==> src/rtl/sbs_pkg.sv <==
package sbs_pkg;
  typedef enum logic {
    DEC_FLAGS  = 1'b0,
    DEC_NUMBER = 1'b1
  } dec_mode_e;

  localparam int FLAG_EN_BIT  = 2;
  localparam int FLAG_SEL_BIT = 0;
endpackage

==> src/rtl/sbs_decode.sv <==
module sbs_decode
  import sbs_pkg::*;
#(
  parameter int DATA_W    = 8,
  parameter int CNT_W     = 4,
  parameter int SEL_W     = 3,
  parameter int WIN_BITS  = 18,
  parameter int SMALL_MAX = 3,
  localparam int BASE_W   = WIN_BITS + SEL_W
) (
  input  logic [DATA_W-1:0] data,
  input  logic [CNT_W-1:0]  count,
  output logic              load,
  output logic [BASE_W-1:0] next_base
);
  dec_mode_e        mode;
  logic [SEL_W-1:0] bank_num;
  logic [SEL_W-1:0] bank_idx;

  assign mode     = (count > CNT_W'(SMALL_MAX)) ? DEC_NUMBER : DEC_FLAGS;
  assign bank_num = data[SEL_W-1:0];

  always_comb begin
    load     = 1'b1;
    bank_idx = '0;
    if (mode == DEC_FLAGS) begin
      if (!data[FLAG_EN_BIT])       bank_idx = SEL_W'(0);
      else if (data[FLAG_SEL_BIT])  bank_idx = SEL_W'(1);
      else                          bank_idx = SEL_W'(2);
    end else begin
      if (bank_num == '0) load = 1'b0;
      bank_idx = bank_num - SEL_W'(1);
    end
  end

  assign next_base = {bank_idx, {WIN_BITS{1'b0}}};
endmodule

==> src/rtl/sbs_base_reg.sv <==
module sbs_base_reg #(
  parameter int BASE_W = 21
) (
  input  logic              clk,
  input  logic              rst,
  input  logic              wr,
  input  logic              load,
  input  logic [BASE_W-1:0] next_base,
  output logic [BASE_W-1:0] base_q
);
  always_ff @(posedge clk) begin
    if (rst)              base_q <= '0;
    else if (wr && load)  base_q <= next_base;
  end
endmodule

==> src/rtl/sbs_addr_sum.sv <==
module sbs_addr_sum #(
  parameter int WIN_BITS = 18,
  parameter int BASE_W   = 21
) (
  input  logic                clk,
  input  logic                rst,
  input  logic [BASE_W-1:0]   base,
  input  logic [WIN_BITS-1:0] offs,
  output logic [BASE_W-1:0]   sum_q
);
  always_ff @(posedge clk) begin
    if (rst) sum_q <= '0;
    else     sum_q <= base + BASE_W'(offs);
  end
endmodule

==> src/rtl/sample_bank_sel.sv <==
module sample_bank_sel #(
  parameter int DATA_W    = 8,
  parameter int CNT_W     = 4,
  parameter int SEL_W     = 3,
  parameter int WIN_BITS  = 18,
  parameter int SMALL_MAX = 3,
  localparam int BASE_W   = WIN_BITS + SEL_W
) (
  input  logic                clk,
  input  logic                rst,
  input  logic                bank_wr,
  input  logic [DATA_W-1:0]   bank_data,
  input  logic [CNT_W-1:0]    banks_fitted,
  input  logic [WIN_BITS-1:0] dev_addr,
  output logic [BASE_W-1:0]   base_off,
  output logic [BASE_W-1:0]   rom_addr
);
  logic              dec_load;
  logic [BASE_W-1:0] dec_base;

  sbs_decode #(
    .DATA_W(DATA_W), .CNT_W(CNT_W), .SEL_W(SEL_W),
    .WIN_BITS(WIN_BITS), .SMALL_MAX(SMALL_MAX)
  ) u_dec (
    .data(bank_data), .count(banks_fitted),
    .load(dec_load), .next_base(dec_base)
  );

  sbs_base_reg #(.BASE_W(BASE_W)) u_base (
    .clk(clk), .rst(rst), .wr(bank_wr), .load(dec_load),
    .next_base(dec_base), .base_q(base_off)
  );

  sbs_addr_sum #(.WIN_BITS(WIN_BITS), .BASE_W(BASE_W)) u_sum (
    .clk(clk), .rst(rst), .base(base_off), .offs(dev_addr),
    .sum_q(rom_addr)
  );
endmodule

==> config.mk <==
export PLATFORM = sky130hd
export DESIGN_NAME = sample_bank_sel
export DESIGN_NICKNAME = d
export VERILOG_FILES = /design/src/rtl/sbs_pkg.sv /design/src/rtl/sbs_decode.sv /design/src/rtl/sbs_base_reg.sv /design/src/rtl/sbs_addr_sum.sv /design/src/rtl/sample_bank_sel.sv
export SDC_FILE = /design/constraint.sdc
export NUM_CORES = 1
export LEC_CHECK = 0
export ABC_AREA = 1
export BUFFER_PORTS_ARGS = -buffer_cell sky130_fd_sc_hd__buf_2
export CORE_MARGIN = 2
export CORE_UTILIZATION = 35
export CTS_CLUSTER_SIZE = 40
export DETAILED_ROUTE_END_ITERATION = 8
export GPL_TIMING_DRIVEN = 0
export HOLD_SLACK_MARGIN = 0.1
export PLACE_DENSITY = 0.76
export SLEW_MARGIN = 20
export SYNTH_ARGS = -nofsm -noshare
export SYNTH_HDL_FRONTEND = slang
export SYNTH_SLANG_ARGS = --single-unit
==> constraint.sdc <==
create_clock -name clk -period 1 [get_ports clk]
set_input_delay 0.25 -clock clk [delete_from_list [all_inputs] [get_ports clk]]
set_output_delay 0.25 -clock clk [all_outputs]
set_load 0.1 [all_outputs]
==> qor.yml, run 1 <==
setup_viol: 24
fin_crit_sh: 1.102
cp_slowest_cell: "dfxtp_2"
cp_max_fo: 1
final_hold_viol_count: 0
portBuffers: 49
overflow: 0
criticalPathCategory: "reg -> out"
yosysMostFrequentCell: "nor2_1"
synth_top_area_frac: 0.4961
die_y_um: 56.60
ys.flop_type: "dfxtp_1"
ys_top_cells_by_area: "dfxtp_1, buf_4, nor2_1"
max_cap_viol_count: 0
antenna_found_initial: 0
synth_common_cells: "nor2_1, inv_1, dfxtp_1, buf_4, nand2_1"
row_count: 19
crit_chain: "buf_12"
crit_path_max_incr_delay_ns: 0.37
fp.dieW_um: 56.60
grt_usage: 0.1314
critPathRequiredTime_ns: 0.75
grt_pass1_wl_um: 3339
violations: "negative setup slack"
path_buf_inv: 1
arrival_ns: 0.85
status: "finished with violations"
clk_pin_slew_worst_paths_ns: 0.12
grt_max_degree: 14
io_pins: 75
ys_seq_area_frac: 0.4961
area_growth_pct: 85.92
peakVddDrop_mv: 1.073
clock_skew_ns: 0.0008415
htreeDepth: 1
initial_core_util: 0.3605
clock_latency_ns: 0.30
drt_first_pass_iters: 4
tns_ns: -2.058
vias: 844
n_fill_cell: 220
dpl.cell_count: 217
fin_cells: 222
worst_setup_path_start_kind: "register"
synth_edf_count: 0
min_path_type: "in -> reg"
fmax_mhz: 907.4
grt_pass1_vias: 778
wl_per_cell_um: 8.941
dieArea_um2: 3204
synthCells: 120
synthArstFlopShare: 0
power_density_nw_per_um2: 1521
leakagePower_nw: 0.9822
syn_area_per_cell_um2: 8.070
yosysUniqueCellTypes: 14
drc: 0
final.setup.worst_slack_ns: -0.1020
cp-end-kind: "output pin"
nNetsFinal: 227
yosys_warnings: 0
cts-buffers-inserted: 3
cts_tree: "done"
pre_cts_ws_ns: -0.2441
netlist_area_um2: 968.4
path_delay_family: "flip-flops"
dpl.hpwl_um: 1437
layout_min_cycle_time_ns: 1.102
rsz0062_at_grt: "true"
layout-drive-gt1-share: 0.5654
synth_top_area_cell: "dfxtp_1"
drv_slew: 0
core_area_um2: 2686
clockRootBuffer: "clkbuf_4"
total_power_mw: 2.739
wl_um: 1985
via_per_inst: 3.802
cts_sinks: 24
hold_buffers: 0
initialDrtViolationCount: 8
ys_ff_latch: 24
antenna_cells: 0
drt.antenna.violating_nets: 0
gp_congestion: 0.6936
cts_max_path_buffers: 2
[metrics by stage]
stage | utilization | instance area (um^2) | hold slack (ns)
floorplan | - | 1112 | 0.3138
global placement | 0.5198 | 1396 | 0.4187
detailed placement | 0.5198 | 1396 | 0.4185
CTS | 0.6702 | 1800 | 0.1190
global route | 0.6702 | 1800 | 0.1182
finish | 0.6702 | 1800 | 0.1289
[layout make-up]
type	count	area (um^2)	area share
inverter	29	156.4	0.08687
tap	31	38.79	0.02154
sequential	24	515.5	0.2863
timing repair buffer	50	613.1	0.3405
clock buffer	4	36.28	0.02015
multi-input combinational	64	295.3	0.1640
buffer	20	145.1	0.08061
[state kept, by name (all words and copies together) (netlist names)]
register / flops
u_sum.sum_q: 21
u_base.base_q: 3
[power by group]
part           internal, mW  switching, mW  total [mW]  leakage [nW]
clock                 0.222          0.265       0.487        0.0210
combinational         0.362          0.822        1.18         0.754
sequential             1.02         0.0480        1.07         0.207
[layer usage]
metal	vias to the layer above	wire (um)	GRT usage
li1	442	-	-
met1	358	740	0.1429
met2	42	1011	0.2425
met3	2	218	0.03687
met4	0	14	0.04082
met5	-	0	0
[cell usage in the layout, fill, tap and decap left out]
cell type,count
inv_12,1
dfxtp_2,22
buf_2,27
nand2_1,11
inv_1,23
buf_4,19
conb_1,18
inv_8,1
clkbuf_8,1
nand2_2,1
bufinv_8,2
clkbuf_4,3
buf_12,24
nand3_1,3
inv_2,2
nor2_1,27
dfxtp_4,2
ha_4,2
a21oi_1,1
o21ai_2,1
[kinds of logic after synthesis]
logic type | count (synthesis) | share of synthesized area
DFF | 24 | 0.4961
adders and majority gates | 2 | 0.02584
AOI/OAI and AO/OA | 2 | 0.01421
and+or+nand+nor | 42 | 0.1693
buffers and inverters | 49 | 0.2907
other | 1 | 0.003872
[what timing repair did]
item,CTS,global route
buffers inserted,1,0
resized for setup,96,0
endpoints found under the setup margin,24,24
[final timing paths]
check | cells past startpoint | endpoint | startpoint | slack [ns]
worst max-delay path | 1 | rom_addr[12] | u_sum.sum_q[12] | -0.10
worst min-delay path | 3 | u_sum.sum_q[14] | dev_addr[14] | 0.13
worst max register to register | 4 | u_base.base_q[19] | u_base.base_q[19] | 0.22
worst min register to register | 3 | u_sum.sum_q[20] | u_base.base_q[20] | 0.57
Note: power is estimated with default switching activity, not from simulation.
==> run 2, diff against run 1 <==
--- a/config.mk
+++ b/config.mk
@@ -5,15 +5,14 @@
 export SDC_FILE = /design/constraint.sdc
 export NUM_CORES = 1
 export LEC_CHECK = 0
-export ABC_AREA = 1
-export BUFFER_PORTS_ARGS = -buffer_cell sky130_fd_sc_hd__buf_2
 export CORE_MARGIN = 2
-export CORE_UTILIZATION = 35
+export CORE_UTILIZATION = 52
 export CTS_CLUSTER_SIZE = 40
 export DETAILED_ROUTE_END_ITERATION = 8
+export DONT_BUFFER_PORTS = 1
 export GPL_TIMING_DRIVEN = 0
 export HOLD_SLACK_MARGIN = 0.1
-export PLACE_DENSITY = 0.76
+export PLACE_DENSITY = 0.71
 export SLEW_MARGIN = 20
 export SYNTH_ARGS = -nofsm -noshare
 export SYNTH_HDL_FRONTEND = slang
==> run 2 against run 1 <==
- the flow still finishes with violations (negative setup slack)
- non-clock buffer count decreased by 30
- core utilization grew 14 points
- sequential cell count is the same
- critical path depth down 1
- clock power decreased by 14%
- wire length is 3.3% lower
- synthesized cell count down 30%
- clock-buffer cell count decreased by 1
- fmax shrank 2.0%
- largest cell class is now registers
- sequential power grew 32%
- via count shrank 26%
- clock skew fell by 0.00054 ns
==> qor.yml, run 2 <==
cts_max_path_buffers: 2  # unchanged
leakagePower_nw: 0.5927  # was 0.9822 nW
mostFrequentLayoutCells: "dfxtp_4, nor2b_1, dlygate4sd3_1"  # was buf_2, nor2_1, buf_12
power_density_nw_per_um2: 1730  # was 1521 nW/um^2
muxShareOfSynthArea: 0.02925  # was 0
setup_viol: 24  # unchanged
antenna_found_initial: 0  # unchanged
syn_area_per_cell_um2: 10.69  # was 8.070 um^2
synth_common_cells: "dfxtp_1, nor2b_1, buf_4, inv_1"  # was nor2_1, inv_1, dfxtp_1, buf_4, nand2_1
grt_max_degree: 13  # was 14
max_cap_viol_count: 0  # unchanged
layout-drive-gt1-share: 0.4435  # was 0.5654
clock_skew_ns: 0.0002997  # was 0.0008415 ns
netlist_area_um2: 898.4  # was 968.4 um^2
dpl.cell_count: 118  # was 217
reg2reg_depth: 2  # was 4
ys_ff_latch: 24  # unchanged
grt_pass1_vias: 628  # was 778
wl_per_cell_um: 13.61  # was 8.941 um
post-cts-setup-buffers: 0  # was 1
synth_top_area_frac: 0.5348  # was 0.4961
cp_max_fo: 2  # was 1
criticalPathCategory: "reg -> out"  # unchanged
synth_top_family_by_area: "buffers and inverters"  # unchanged
layout_commonest_cell: "dfxtp_4"
area_growth_pct: 51.39  # was 85.92%
synth_adder_area_share: 0.02786  # was 0.02584
yosysMostFrequentCell: "dfxtp_1"  # was nor2_1
initial_core_util: 0.5378  # was 0.3605
drv_slew: 0  # unchanged
io_pins: 75  # unchanged
drt_first_pass_iters: 4  # unchanged
rr_endpoint: "u_base.base_q[20]"  # was u_base.base_q[19]
worst-path-stages: 0  # was 1
largest_reg_flops: 21  # unchanged
core_area_um2: 1670  # was 2686 um^2
fmax_mhz: 889.4  # was 907.4 MHz
vias: 621  # was 844
dpl.hpwl_um: 1056  # was 1437 um
synthSimpleGateAreaFrac: 0.1671  # was 0.1693
synth_top_area_cell: "dfxtp_1"  # unchanged
drt.antenna.violating_nets: 0  # unchanged
grt_pass1_wl_um: 2766  # was 3339 um
cp-end-kind: "output pin"  # unchanged
cts-buffers-inserted: 3  # unchanged
drc: 0  # unchanged
cts_tree: "done"  # unchanged
total_power_mw: 2.353  # was 2.739 mW
htreeDepth: 1  # unchanged
ys.flop_type: "dfxtp_1"  # unchanged
final_hold_viol_count: 0  # unchanged
ys_seq_area_frac: 0.5348  # was 0.4961
fin_cells: 141  # was 222
initialDrtViolationCount: 2  # was 8
fin_util: 0.8142  # was 0.6702
critPathRequiredTime_ns: 0.75  # about the same
worst_setup_path_start_kind: "register"  # unchanged
wl_um: 1919  # was 1985 um
yosysUniqueCellTypes: 18  # was 14
die_y_um: 45.57  # was 56.60 um
dieArea_um2: 2076  # was 3204 um^2
min_path_type: "in -> reg"  # unchanged
synth-xor-area-share: 0  # unchanged
cts_sinks: 24  # unchanged
r2r_slack_ns: 0.02  # was 0.22 ns
pre_cts_ws_ns: -0.1557  # was -0.2441 ns
synth_edf_count: 0  # unchanged
ys_top_cells_by_area: "dfxtp_1, buf_4, nor2b_1"  # was dfxtp_1, buf_4, nor2_1
portBuffers: 0  # was 49
synthArstFlopShare: 0  # unchanged
row_count: 15  # was 19
cp-startpoint: "u_base.base_q[20]"  # was u_sum.sum_q[12]
tns_ns: -2.749  # was -2.058 ns
layout_min_cycle_time_ns: 1.124  # was 1.102 ns
clock_latency_ns: 0.31  # was 0.30 ns
fp.dieW_um: 45.57  # was 56.60 um
via_per_inst: 4.404  # was 3.802
rsz0062_at_grt: "true"  # unchanged
final.setup.worst_slack_ns: -0.1244  # was -0.1020 ns
fin_crit_sh: 1.124  # was 1.102
r2r-start: "u_base.base_q[20]"  # was u_base.base_q[19]
nNetsFinal: 161  # was 227
violations: "negative setup slack"  # unchanged
reg_top3: "u_sum.sum_q x21, u_base.base_q x3"  # unchanged
grt_usage: 0.1944  # was 0.1314
peakVddDrop_mv: 0.9093  # was 1.073 mV
arrival_ns: 0.87  # was 0.85 ns
synthCells: 84  # was 120
status: "finished with violations"  # unchanged
overflow: 0  # unchanged
synth_compound_area_frac: 0.06546  # was 0.01421
largest_register: "u_sum.sum_q"  # unchanged
clockRootBuffer: "clkbuf_4"  # unchanged
clk_pin_slew_worst_paths_ns: 0.12  # about the same
setup.worst_path.end: "base_off[20]"  # was rom_addr[12]
yosys_warnings: 0  # unchanged
gp_congestion: 0.6856  # was 0.6936
antenna_cells: 0  # unchanged
==> run 2: changes by cell type in the layout (fill, tap and decap cells not counted), sizes merged, moves of 2 or more <==
| cell | delta |
|---|---|
| inv | -24 |
| nand2 | -10 |
| a311oi | +2 |
| mux2 | +2 |
| nor2 | -26 |
| buf | -52 |
| dlygate4sd3 | +20 |
| nor2b | +21 |
| nand3 | -3 |
| bufinv | -2 |
==> run 2: timing repair <==
item / in CTS / in global routing
resized for setup: 24 / 2
endpoints found under the hold margin: 21 / 0
hold buffers: 20 / 0
endpoints found under the setup margin: 27 / 26
==> run 2: kinds of logic (layout without fill, tap and decap cells) <==
kind of cell,count (synthesis),after routing
simple gates,25,25
fa+ha+maj,2,2
buf+inv,23,46
compound gates,7,7
other cells,1,18
flops,24,24
mux,2,2
==> run 2: metrics by stage <==
stage,cell area [um^2],hold slack (ns)
finish,1360,0.1186
global route,1360,0.1400
CTS,1353,0.1341
detailed placement,1070,0.3178
global placement,1070,0.3150
floorplan,1049,0.3142
==> run 2: worst min-delay path by stage <==
stage               depth (start not counted)  slack (ns)     from                end
floorplan                                   1        0.31      rst    u_sum.sum_q[16]
global placement                            1        0.32      rst    u_sum.sum_q[17]
CTS                                         2        0.13  bank_wr  u_base.base_q[19]
detailed placement                          1        0.32      rst    u_sum.sum_q[16]
global route                                2        0.14  bank_wr  u_base.base_q[19]
finish                                      2        0.12  bank_wr  u_base.base_q[19]
==> run 2: power breakdown <==
group,internal [mW],switching [mW]
Sequential,0.989,0.418
Clock,0.141,0.276
Combinational,0.165,0.364
==> run 2: routing by layer <==
| metal | routed length, um | global-route usage | part of all wire | vias up |
|---|---|---|---|---|
| met2 | 1093 | 0.3915 | 0.57 | 41 |
| met5 | 0 | 0 | 0 | - |
| li1 | - | - | - | 309 |
| met4 | 33 | 0.08824 | 0.017 | 0 |
| met1 | 595 | 0.1602 | 0.31 | 267 |
| met3 | 196 | 0.07143 | 0.10 | 4 |
==> run 2: layout make-up <==
cell class / count / area [um^2]
Sequential cell: 24 / 570.5
Multi-Input combinational cell: 54 / 371.6
Fill cell: 105 / 310.3
Timing Repair Buffer: 20 / 200.2
Buffer: 20 / 142.6
Inverter: 3 / 31.28
Clock buffer: 3 / 22.52
Tap cell: 17 / 21.27
